`config.mk`:
```
export PLATFORM = sky130hd
export DESIGN_NAME = scan_region_ctrl
export DESIGN_NICKNAME = d
export VERILOG_FILES = /design/src/rtl/scan_region_pkg.sv /design/src/rtl/region_sel_hold.sv /design/src/rtl/region_sequencer.sv /design/src/rtl/region_gate.sv /design/src/rtl/scan_region_ctrl.sv
export SDC_FILE = /design/constraint.sdc
export NUM_CORES = 1
export LEC_CHECK = 0
export BUFFER_PORTS_ARGS = -buffer_cell sky130_fd_sc_hd__buf_2
export CAP_MARGIN = 5
export CORE_AREA = 2 2 39 41
export CTS_CLUSTER_DIAMETER = 50
export DETAILED_ROUTE_END_ITERATION = 8
export DIE_AREA = 0 0 41 43
export PLACE_DENSITY = 0.79
export SYNTH_ARGS = -nofsm -noshare
export SYNTH_HDL_FRONTEND = slang
export SYNTH_SLANG_ARGS = --single-unit
```
`constraint.sdc`:
```
create_clock -name clk -period 1.3 [get_ports clk]
set_input_delay 0.065 -clock clk [delete_from_list [all_inputs] [get_ports clk]]
set_output_delay 0.065 -clock clk [all_outputs]
set_load 0.01 [all_outputs]
```
`src/rtl/scan_region_pkg.sv`:
```
package scan_region_pkg;

  typedef enum logic {
    SEQ_IDLE = 1'b0,
    SEQ_RUN  = 1'b1
  } seq_state_e;

  // Width of the select value: one spare bit above the index width so that
  // out-of-range selects can be presented and flagged.
  function automatic int unsigned sel_width(int unsigned regions);
    return $clog2(regions) + 1;
  endfunction

  function automatic logic idx_in_range(int unsigned idx, int unsigned regions);
    return idx < regions;
  endfunction

  function automatic logic idx_is_last(int unsigned idx, int unsigned regions);
    return (idx + 1) == regions;
  endfunction

endpackage

```
`src/rtl/region_sel_hold.sv`:
```
module region_sel_hold #(
  parameter int SEL_W = 4
) (
  input  logic             clk,
  input  logic             rst_n,
  input  logic             scan_en_i,
  input  logic [SEL_W-1:0] req_sel_i,
  output logic [SEL_W-1:0] applied_sel_o,
  output logic             commit_o
);

  logic [SEL_W-1:0] applied_q;

  // A new select is accepted only between shift bursts.
  assign commit_o = ~scan_en_i;

  always_ff @(posedge clk or negedge rst_n) begin
    if (!rst_n) begin
      applied_q <= '0;
    end else if (commit_o) begin
      applied_q <= req_sel_i;
    end
  end

  assign applied_sel_o = applied_q;

endmodule

```
`src/rtl/region_sequencer.sv`:
```
module region_sequencer
  import scan_region_pkg::*;
#(
  parameter int NUM_REGIONS = 8,
  parameter int IDX_W       = 3
) (
  input  logic             clk,
  input  logic             rst_n,
  input  logic             enable_i,
  input  logic             start_i,
  input  logic             session_done_i,
  output logic [IDX_W-1:0] idx_o,
  output logic             busy_o,
  output logic             all_done_o,
  output logic             advance_o,
  output logic             finish_o
);

  seq_state_e       state_q;
  logic [IDX_W-1:0] idx_q;
  logic             done_q;
  logic             at_last;

  assign at_last   = idx_is_last(int'(idx_q), NUM_REGIONS);
  assign advance_o = enable_i && (state_q == SEQ_RUN) && session_done_i;
  assign finish_o  = advance_o && at_last;

  always_ff @(posedge clk or negedge rst_n) begin
    if (!rst_n) begin
      state_q <= SEQ_IDLE;
      idx_q   <= '0;
      done_q  <= 1'b0;
    end else begin
      done_q <= finish_o;
      if (!enable_i) begin
        state_q <= SEQ_IDLE;
        idx_q   <= '0;
      end else begin
        case (state_q)
          SEQ_IDLE: begin
            if (start_i) begin
              state_q <= SEQ_RUN;
              idx_q   <= '0;
            end
          end
          SEQ_RUN: begin
            if (finish_o) begin
              state_q <= SEQ_IDLE;
              idx_q   <= '0;
            end else if (advance_o) begin
              idx_q <= idx_q + 1'b1;
            end
          end
          default: state_q <= SEQ_IDLE;
        endcase
      end
    end
  end

  assign idx_o      = idx_q;
  assign busy_o     = (state_q == SEQ_RUN);
  assign all_done_o = done_q;

endmodule

```
`src/rtl/region_gate.sv`:
```
module region_gate
  import scan_region_pkg::*;
#(
  parameter int NUM_REGIONS = 8,
  parameter int SEL_W       = 4
) (
  input  logic                   test_mode_i,
  input  logic                   scan_en_i,
  input  logic                   allow_i,
  input  logic [SEL_W-1:0]       sel_i,
  output logic [NUM_REGIONS-1:0] region_se_o,
  output logic                   sel_err_o
);

  logic             sel_ok;
  logic             pass_se;

  assign sel_ok  = idx_in_range(int'(sel_i), NUM_REGIONS);
  assign pass_se = scan_en_i & test_mode_i & allow_i;

  for (genvar k = 0; k < NUM_REGIONS; k++) begin : g_region
    assign region_se_o[k] = pass_se && (sel_i == SEL_W'(k));
  end

  assign sel_err_o = test_mode_i & allow_i & ~sel_ok;

endmodule

```
`src/rtl/scan_region_ctrl.sv`:
```
module scan_region_ctrl
  import scan_region_pkg::*;
#(
  parameter  int NUM_REGIONS = 8,
  localparam int IDX_W       = $clog2(NUM_REGIONS),
  localparam int SEL_W       = sel_width(NUM_REGIONS)
) (
  input  logic                   clk,
  input  logic                   rst_n,
  input  logic                   test_mode_i,
  input  logic                   scan_en_i,
  input  logic                   auto_mode_i,
  input  logic [SEL_W-1:0]       sel_i,
  input  logic                   start_i,
  input  logic                   session_done_i,
  output logic [NUM_REGIONS-1:0] region_se_o,
  output logic [SEL_W-1:0]       active_sel_o,
  output logic                   busy_o,
  output logic                   all_done_o,
  output logic                   sel_err_o
);

  if (NUM_REGIONS < 8) begin : g_region_count_check
    $error("scan_region_ctrl needs at least 8 regions");
  end

  logic             seq_enable;
  logic [IDX_W-1:0] seq_idx;
  logic             seq_busy;
  logic             seq_advance;
  logic             seq_finish;
  logic [SEL_W-1:0] req_sel;
  logic [SEL_W-1:0] applied_sel;
  logic             sel_commit;
  logic             gate_allow;

  assign seq_enable = auto_mode_i & test_mode_i;

  region_sequencer #(
    .NUM_REGIONS (NUM_REGIONS),
    .IDX_W       (IDX_W)
  ) u_seq (
    .clk            (clk),
    .rst_n          (rst_n),
    .enable_i       (seq_enable),
    .start_i        (start_i),
    .session_done_i (session_done_i),
    .idx_o          (seq_idx),
    .busy_o         (seq_busy),
    .all_done_o     (all_done_o),
    .advance_o      (seq_advance),
    .finish_o       (seq_finish)
  );

  assign req_sel = auto_mode_i ? {1'b0, seq_idx} : sel_i;

  region_sel_hold #(
    .SEL_W (SEL_W)
  ) u_hold (
    .clk           (clk),
    .rst_n         (rst_n),
    .scan_en_i     (scan_en_i),
    .req_sel_i     (req_sel),
    .applied_sel_o (applied_sel),
    .commit_o      (sel_commit)
  );

  assign gate_allow = ~auto_mode_i | seq_busy;

  region_gate #(
    .NUM_REGIONS (NUM_REGIONS),
    .SEL_W       (SEL_W)
  ) u_gate (
    .test_mode_i (test_mode_i),
    .scan_en_i   (scan_en_i),
    .allow_i     (gate_allow),
    .sel_i       (applied_sel),
    .region_se_o (region_se_o),
    .sel_err_o   (sel_err_o)
  );

  assign active_sel_o = applied_sel;
  assign busy_o       = seq_busy;

endmodule

```
==> results list, run 1 <==
- Number of global-route vias before repair: 476
- After detailed routing, the average wire length per cell comes to 12.4 um.
- Area Growth Syn to Fin: 39.6%
* Global-route usage over all layers: 0.167
- Among all flip-flop cells after synthesis, the most frequent one is dfrtp_1.
- Sorting the synthesized cells by area gives the leading types as dfrtp_1 (42%), mux2i_1 (7.4%), nor3_1 (7.4%).
- Worst-Margin Slew: 0.300 ns
* Number of instances in the synthesized netlist: 57
* Number of register bits inferred by synthesis: 9
- Entering global routing, the biggest net connects 10 pins.
- Initial antenna violation count: 0
- The most common cell in the synthesized netlist is dfrtp_1.
- Buffers inserted during clock tree synthesis total 3.
- In the final layout, the share of cells above drive strength 1 is 0.483.
- Leaving out filler cells and counting taps, the final layout contains 105.
- Post-route DRC: 0
* Count of yosys warnings during synthesis: 0
- The min-delay analysis places its worst path in the category in -> reg.
- Number of violations of the max-capacitance limit: 0
- Maximum number of buffers from clock root to sink: 2
- Worst Path Class, Setup: reg -> out
* Die Ht: 43 um
- Post-detailed-routing wire length: 1.31 mm
* Final setup violation count: 0
* Slowest stage delay, CP: 0.43 ns
* Cells after DPL: 95
- After synthesis, the netlist uses 23 different library cells.
* Wire length of the first global-routing pass: around 2.0 mm
- The floorplan step defined a die boundary enclosing 1760 um2.
* Number of placement rows: 14
- Dividing the final minimum period by the clock period gives 0.986.
* Setup repair after global routing missed its margin: yes
* Cell breakdown of the critical path: o211ai_4 -> nor3_1 -> buf_2
* Proportion of synthesized chip area in sequential cells: 0.417
* Pre-antenna DRT Iters: 4
* Maximum fanout encountered on the critical timing path: 8
- CTS placed an instance of clkbuf_4 at the clock tree root.
- Yosys mapped a number of flops with a built-in enable equal to 0.
- In this run the number of H-tree levels came out at 1.
* DP HPWL: 924 um
- CP Launch Type: flip-flop
- Final critical delay including setup and external delays: 1.28 ns
* Critical path data arrival time: 1.22 ns
- Once detail routing completed, the nets flagged for antenna violations numbered 0.
- The worst setup path is captured at an output pin.
- Synth cell count leaders: dfrtp_1 (9), nor3_1 (8), nand2_1 (6)
- Using the TritonRoute via totals, the vias-per-cell ratio works out to 5.42.
- Count of port buffers added during placement: 25
- Crit path required time: 1.24 ns
- The initial utilization of the core area, before any placement, comes to 0.391.
* Worst IR drop on VDD: around 0.45 mV
* Core ar.: 1380 um2
- Most area-hungry cell type in the Yosys netlist: dfrtp_1
- Clk_skew: 0.000965 ns
* Master of the slowest instance on the critical path: dfrtp_2
* Number of sinks handled by clock tree synthesis: 9
- The filler cells instantiated in the layout total 132.
- Remaining global-route overflow: 0
* Max transition margin: 0.799
- A synthesized cell averages 9.48 um2.
- In the synthesized netlist the async set-or-reset flop fraction comes to 1.00.
- Area share of the largest cell type after synthesis: 0.417
* Clock latency on the worst-skew pair: roughly 0.25 ns
- The floorplan step set the die width to ~41 um.
- At the end of routability-driven placement, the weighted congestion stood at 0.788.
* Number of violations reported at the end of detailed-routing iteration 0: 9
* Vias: roughly 570
- The max-slew violation count is 0.
- Number of nets in the layout: 102
* Status: completed
- After synthesis the cells add up to about 540 um2.
- For this run, the top clock speed supported by timing is 780 MHz.
- After clock tree synthesis, the clock-pin slew on the worst setup and hold paths is approximately 0.06 ns.
- The repair_antennas step left the layout with diodes totalling 0.
- The final count of hold timing violations came to 0.
* IO Pins: 26
* TritonCTS clock tree: yes
- Leakage Power: 0.000375 uW
- Power, Total: approximately 650 uW
- When the netlist entered floorplanning its net count stood at 69.
* Power per unit of standard cell area: between 800 and 900 nW/um2
[power breakdown]
part | switching [uW] | total, uW | internal, uW
clock | 88.4 | 206 | 118
combinational | 73.7 | 136 | 62.4
sequential | 14.8 | 308 | 293
total | 177 | 650 | 473
[path summary, 6_finish.rpt]
kind,from,endpoint,slack [ns],depth (start not counted)
max,u_seq.busy_o,region_se_o[3],0.02,3
min,sel_i[3],u_hold.applied_sel_o[3],0.04,2
max reg2reg,u_seq.busy_o,u_seq.idx_o[0],0.17,4
min reg2reg,u_hold.applied_sel_o[1],u_hold.applied_sel_o[1],0.58,2
max in group asynchronous,rst_n,u_hold.applied_sel_o[1],0.91,2
min in group asynchronous,rst_n,u_hold.applied_sel_o[0],0.19,2
[state kept, by name, indices dropped and copies added (netlist names)]
name and flops:
u_hold.applied_sel_o 4, u_seq.all_done_o 1, u_seq.busy_o 1, u_seq.idx_o 3
[through the flow]
stage	TNS [ns]	util	hold WS [ns]	worst slack [ns]	area, um2
after CTS	0	0.531	0.0379	0.000525	734
after global placement	0	0.476	-0.0720	0.178	658
after detailed placement	0	0.476	-0.0721	0.113	658
final	0	0.545	0.0376	0.0178	754
after global routing	-0.424	0.545	0.0415	-0.0817	754
after floorplan	0	-	-0.231	0.131	541
[layer usage]
layer	up-vias	routed length, um	GRT usage
met2	36	652	0.288
li1	270	-	-
met3	5	98	0.0262
met5	-	0	0
met1	258	534	0.195
met4	0	21	0.0600
[cell families after synthesis]
logic type               after synthesis  synth area share
AO/OA/AOI/OAI                         11             0.174
adder cells (fa/ha/maj)                1            0.0231
buffers and inverters                  5            0.0648
flip-flops                             9             0.417
AND/OR/NAND/NOR                       27             0.248
multiplexers                           4            0.0741
[what timing repair did]
item | CTS | global route
hold buffers | 1 | 0
pin swaps | 0 | 0
hold endpoints to repair | 9 | 0
buffers inserted | 4 | 1
setup endpoints to repair | 8 | 8
gates cloned | 0 | 0
gates resized for setup | 3 | 4
[critical path, delay by kind of cell, from the launching register on]
family                 cells  cell delay (ns)
AO/OA/AOI/OAI              1             0.29
buffers and inverters      1             0.15
flip-flops                 1             0.43
AND/OR/NAND/NOR            1             0.11
[final cells by class]
type                    instances  area (um2)  area share
clock buffers                   4        26.3      0.0348
inverters                       2        7.51     0.00995
multi-input cells              43         299       0.396
flip-flops and latches          9         229       0.303
well taps                      16        20.0      0.0265
repair buffers                 31         173       0.229
[cell usage in the layout, fill, tap and decap left out, drive strengths merged]
cell and count:
buf 30, dfrtp 9, nor3 8, nand2 6
nor2 5, mux2i 4, o21ai 4, clkbuf 4
nand2b 3, inv 2, nor4 2, nand4 1
o211ai 1, or2 1, o211a 1, a32oi 1
a211oi 1, nand4b 1, a21boi 1, a21oi 1
a22o 1, ha 1, dlygate4sd3 1
No activity file was read; power rests on OpenSTA's default activity.
==> inputs of run 2 (changes only) <==
CTS_BUF_LIST = sky130_fd_sc_hd__clkbuf_8   (was not set)
==> results list, run 2 (same netlist as run 1, synthesis figures left out) <==
- Avg WL per Cell: 12.6 um (+1.1%)
- Post-detailed-routing wire length: 1.32 mm (+1.1%)
- The total CTS buffers is 3 (unchanged).
- Number of violations reported at the end of detailed-routing iteration 0: 8 (-1)
- Critical register-to-register path startpoint: u_seq.idx_o[0]
- Core ar.: 1380 um2 (unchanged)
* Status: complete, but fails checks
* Area of placed instances: 658 um2 (unchanged)
- The vias after detailed routing came to 536 (-5.8%).
* Worst Path Class, Setup: reg -> out
* Worst IR drop on VDD: 0.838 mV (+85%)
- Via/cell ratio: 5.10 (-5.8%)
- Die area: 1760 um2 (unchanged)
- Leaving out fill and tap cells, the most frequent cell in the layout is buf_2.
- Worst setup path start: u_hold.applied_sel_o[3]
* Number of levels the H-tree was split into: 1 (unchanged)
* Number of sinks handled by clock tree synthesis: 9 (unchanged)
* Min setup slack post-route: -0.00737 ns (-0.0251 ns)
* Pin count of the biggest net entering global routing: 10 (unchanged)
* Pre-antenna DRT Iters: 4 (unchanged)
- The max-slew headroom at the worst pin is 0.800 (+0.00169).
* Logic depth of the worst register-to-register path: 4 (unchanged)
- Post-route fraction of the period consumed by the critical path: 1.01 (+0.0193)
* Maximum number of buffers from clock root to sink: 2 (unchanged)
- Leakage Power: 0.000390 uW (+3.9%)
* Cells after DPL: 95 (unchanged)
- Setup repair after global routing missed its margin: yes
- Final design area excluding fillers: 772 um2 (+2.3%)
- The number of top-level pins was 26 (unchanged).
* Capture instance of the worst register-to-register path: u_seq.busy_o
- Wire length of the first global-routing pass: 1.88 mm (-5.6%)
- Worst hold-check path type: in -> reg
* Critical path data arrival time: 1.24 ns (+0.02 ns)
* Starting density of the core: 0.391 (unchanged)
- The max-slew violation count is 0 (unchanged).
- The total congestion overflow after global routing was 0 (unchanged).
* Violations in the final reports: setup timing
- Count of port buffers added during placement: 25 (unchanged)
* Number of global-route vias before repair: 442 (-7.1%)
- The switching share of total power is 0.254 (-0.0177).
- The clock period minus worst slack was 1.31 ns (+0.0251 ns).
- The clock group share of total power was 0.411 (+0.094).
* Initial antenna violation count: 0 (unchanged)
- Cell at the root of the clock tree: clkbuf_8
- Worst-Margin Slew: 0.298 ns (-0.00253 ns)
* Die extent in x: 41 um (unchanged)
* Cells on Worst Hold Path: 2 (unchanged)
- The residual antenna-violating net count after detailed routing is 0 (unchanged).
* Hold path start: sel_i[3]
- Max FFs per register: 4 (unchanged)
- The count of standard-cell rows came to 14 (unchanged).
* TritonCTS clock tree: yes
- Maximum fanout encountered on the critical timing path: 4 (-4)
* Endpoint kind of the worst setup timing path: output pin
- Int Pwr: 560 uW (+18%)
- Sum Neg Setup Slack: -0.0121 ns (-0.0121 ns)
* Commonest cells after routing, fill and taps aside: buf_2 (25), dfrtp_1 (8), nor3_1 (7)
- Combinational share of power: 0.174 (-0.035)
- Clock latency on the worst-skew pair: 0.23 ns (-0.02 ns)
* CP Launch Type: flip-flop
- The net count reported at finish came to 102 (unchanged).
- DP HPWL: 924 um (unchanged)
- Global-route usage over all layers: 0.172 (+0.00509)
* Power per unit of standard cell area: 973 nW/um2 (+13%)
- The critical path data required time is 1.24 ns (about the same).
- Final hold violations: 0 (unchanged)
- Number of violations of the max-capacitance limit: 0 (unchanged)
- Die Ht: 43 um (unchanged)
- The placer's final routability congestion estimate is 0.788 (unchanged).
- The reported net switching power came to 191 uW (+8.0%).
- Post-route DRC: 0 (unchanged)
- The power share of the sequential group was 0.415 (-0.059).
- The number of standard cells in the final layout excluding fillers was 105 (unchanged).
- End point of the most critical hold path: u_hold.applied_sel_o[3]
- The register-to-register path setup slack was 0.15 ns (-0.02 ns).
* Final setup violation count: 2 (+2)
- The worst clock skew on the final layout came to 0.00166 ns (+0.000693 ns).
- Area Growth Syn to Fin: 42.8%
* Power, Total: 751 uW (+16%)
- Diode insertion count for antenna repair: 0 (unchanged)
- Clock transition at the registers of the reported paths: 0.04 ns (-0.02 ns)
* Highest attainable clock frequency: 765 MHz (-1.9%)
* Ratio of cells with drive above 1 in the final layout: 0.461 (-0.0225)
run 2: cell types whose count changed in the layout (fill, tap and decap cells not counted), sizes merged:
cell | before | now
clkbuf | 4 | 3
inv | 2 | 3
run 2: layer usage:
metal | global-route usage | vias up | wire [um]
met5 | 0 | - | 0
li1 | - | 272 | -
met4 | 0.120 | 0 | 42
met1 | 0.189 | 235 | 571
met3 | 0.0576 | 4 | 105
met2 | 0.263 | 25 | 603
run 2: how the worst max path moves through the flow:
stage	cells past startpoint	end	slack (ns)
after floorplan	2	region_se_o[0]	0.13
after global placement	3	region_se_o[1]	0.18
after detailed placement	3	region_se_o[0]	0.11
after CTS	3	region_se_o[6]	0.002
after global routing	3	region_se_o[1]	-0.07
final	3	region_se_o[6]	-0.007
run 2: area by class of cell:
cell class	count	area (um2)
Fill cell	128	612
Multi-Input combinational cell	43	300
Sequential cell	9	226
Timing Repair Buffer	31	173
Clock buffer	3	41.3
Tap cell	16	20.0
Inverter	2	7.51
Clock inverter	1	3.75
run 2: power by group through the flow:
stage	sequential, uW	clock (uW)	combinational [uW]
2_1_floorplan	315	0	63.0
3_3_place_gp	314	0	103
3_5_place_dp	315	0	105
4_1_cts	313	322	113
5_1_grt	313	345	146
6_report	312	308	131
run 2: worst max-delay path, cell delays in order, from the launching register on:
cell and delay [ns]:
dfrtp_1 0.40, or2_4 0.28, nor3_1 0.18, buf_2 0.16
run 2: what timing repair did:
action	CTS	global route
buffers inserted	0	5
hold buffers	1	0
endpoints found under the setup margin	8	8
endpoints found under the hold margin	9	0
pin swaps	0	1
resized for setup	3	2
run 2: through the flow:
stage               hold slack, ns   util  setup slack (ns)
floorplan                   -0.231      -             0.131
global placement           -0.0720  0.476             0.178
detailed placement         -0.0721  0.476             0.113
CTS                         0.0630  0.523           0.00224
global route                0.0747  0.558           -0.0688
finish                      0.0617  0.558          -0.00737
==> inputs of run 3 (changes only) <==
CAP_MARGIN = 20   (was 5)
REMOVE_ABC_BUFFERS = 1   (was not set)
==> results list, run 3 (same netlist as run 1, synthesis figures left out) <==
- The number of DRC markers in iteration 0 is 9 (+1).
- The multi-input logic area was 313 um2 (+4.2%).
* Number of buffers created by CTS: 3 (unchanged)
- Following the worst setup path forward leads to its endpoint at region_se_o[0].
- The die area was 1760 um2 (unchanged).
* Area Growth Syn to Fin: 44.0%
- The peak fanout along the critical path was 4 (unchanged).
* Highest attainable clock frequency: 773 MHz (+1.0%)
- The slew at the pin with the worst max-slew slack was 0.326 ns (+0.0279 ns).
- The worst-case vdd ir drop was 0.614 mV (-27%).
- The share of the core filled with cells in the final layout was 0.562 (+0.00452).
- The clock network latency to the later pin of the worst-skew pair was 0.23 ns (about the same).
- The final count of hold timing violations came to 0 (unchanged).
- Setup repair after global routing could not meet its margin everywhere.
- The final critical-path share of the clock period came to 0.996 (-0.00995).
- The total congestion overflow after global routing came to 0 (unchanged).
- Die extent in x: 41 um (unchanged)
- TritonCTS clock tree: yes
* Critical register-to-register path startpoint: u_seq.busy_o
- The net count reported at finish came to 101 (-0.98%).
- Max Transition Viols Final: 0 (unchanged)
- CP Launch Type: flip-flop
- The maximum number of pins on one net before global-route repair was 10 (unchanged).
* Final setup violation count: 0 (-2)
* Global-route usage over all layers: 0.148 (-0.0237)
* Core ar.: 1380 um2 (unchanged)
- The clock sink count was 9 (unchanged).
* Pre-antenna DRT Iters: 4 (unchanged)
- The run finished with clean final reports.
- The detailed placer's ending HPWL was 872 um (-5.6%).
- Fill cell count: 130 (+1.6%)
- Number of violations of the max-capacitance limit: 0 (unchanged)
- Avg WL per Cell: 11.7 um (-7.1%)
- Crit path required time: 1.24 ns (about the same)
- The clock period minus worst slack was 1.29 ns (-0.0129 ns).
- Last weighted congestion value of the routability-driven placer: 0.794 (+0.67%)
* Sequential cell area: 228 um2 (+0.55%)
* Count of port buffers added during placement: 25 (unchanged)
- In this run the critical register-to-register path is captured at u_seq.idx_o[0].
- The register clock-pin slew on the reported worst setup and hold paths is 0.04 ns (about the same).
- The power density of the placed cells was 966 nW/um2 (-0.77%).
* Vias: 530 (-1.1%)
* Ratio of cells with drive above 1 in the final layout: 0.500 (+0.0393)
- The final wirelength was 1.22 mm (-8.0%).
- The number of H-tree branching levels came to 1 (unchanged).
- Worst hold-check path type: in -> reg
- The worst clock skew on the final layout came to 0.00232 ns (+0.000667 ns).
* Via/cell ratio: 5.10 (-0.17%)
- The wire length of the first global-routing pass came to 1.77 mm (-6.2%).
- Post-route DRC: 0 (unchanged)
* Initial antenna violation count: 0 (unchanged)
- Max transition margin: 0.782 (-0.0187)
- The maximum clock path buffer count came to 2 (unchanged).
- Commonest cells after routing, fill and taps aside: buf_2 (25), dfrtp_1 (7), nand2_1 (6)
- The number of inserted diodes came to 0 (unchanged).
- Starting density of the core: 0.391 (unchanged)
* Number of placement rows: 14 (unchanged)
- Number of global-route vias before repair: 445 (+0.68%)
- Most common cell after layout, fill and taps aside: buf_2
* Leakage Power: 0.000383 uW (-1.7%)
- The flip-flop count of the largest register after layout came to 4 (unchanged).
- The most critical setup path has its startpoint at u_hold.applied_sel_o[0].
- Number of antenna-violating nets in the routed design: 0 (unchanged)
- Cell at the root of the clock tree: clkbuf_8
- Endpoint kind of the worst setup timing path: output pin
- IO Pins: 26 (unchanged)
* Critical path data arrival time: 1.23 ns (about the same)
- Slack of the worst reg-to-reg path: 0.15 ns (about the same)
- Worst Path Class, Setup: reg -> out
* Die Ht: 43 um (unchanged)
- Worst hold margin: 0.0523 ns (-0.00943 ns)
* Logic depth of the worst register-to-register path: 4 (unchanged)
==> run 3: changes by cell type in the layout (fill, tap and decap cells not counted), sizes merged <==
cell	previous run	this run
buf	30	29
==> run 3: layout make-up <==
cell class                 instances  area share
clock inverter                     1     0.00482
tap                               16      0.0257
multi-input combinational         43       0.402
timing repair buffer              30       0.212
clock buffer                       3      0.0531
inverter                           2     0.00965
sequential                         9       0.293
==> run 3: power breakdown <==
part           total, uW  internal, uW  switching (uW)
sequential           311           294            17.1
combinational        133          61.5            71.2
clock                308           205             103
==> run 3: worst min-delay path by stage <==
| stage | from | endpoint | slack [ns] | depth (start not counted) |
|---|---|---|---|---|
| after floorplan | rst_n | u_hold.applied_sel_o[0] | -0.23 | 0 |
| after global placement | rst_n | u_hold.applied_sel_o[3] | -0.08 | 1 |
| after detailed placement | rst_n | u_hold.applied_sel_o[3] | -0.07 | 1 |
| after CTS | sel_i[3] | u_hold.applied_sel_o[3] | 0.05 | 2 |
| after global routing | sel_i[3] | u_hold.applied_sel_o[3] | 0.07 | 2 |
| final | sel_i[3] | u_hold.applied_sel_o[3] | 0.05 | 2 |
==> run 3: routing by layer <==
| metal | vias to the layer above | global-route usage | part of all wire |
|---|---|---|---|
| met5 | - | 0 | 0 |
| met4 | 0 | 0.0800 | 0.0033 |
| met3 | 2 | 0.0471 | 0.072 |
| met2 | 22 | 0.241 | 0.53 |
| met1 | 239 | 0.161 | 0.39 |
| li1 | 267 | - | - |
==> run 3: repair_timing <==
action                                  in CTS  in global routing
hold endpoints to repair                     9                  0
endpoints found under the setup margin       8                  8
pin swaps                                    0                  2
hold buffers                                 1                  0
buffers inserted                             2                  2
gates resized for setup                      2                  7
==> run 3: critical path, stage by stage (launching register included) <==
cell and delay (ns):
dfrtp_1 0.40, or2_4 0.29, nor4_2 0.14, buf_2 0.17
==> run 3: metrics by stage <==
step                setup TNS, ns  total power, uW  setup slack (ns)  instances  cell area [um2]
floorplan                       0              365             0.131         54              513
global placement                0              415             0.199         95              658
detailed placement              0              420             0.125         95              658
CTS                             0              745           0.00169        102              732
global route               -0.271              798           -0.0703        104              778
finish                          0              752           0.00557        104              778
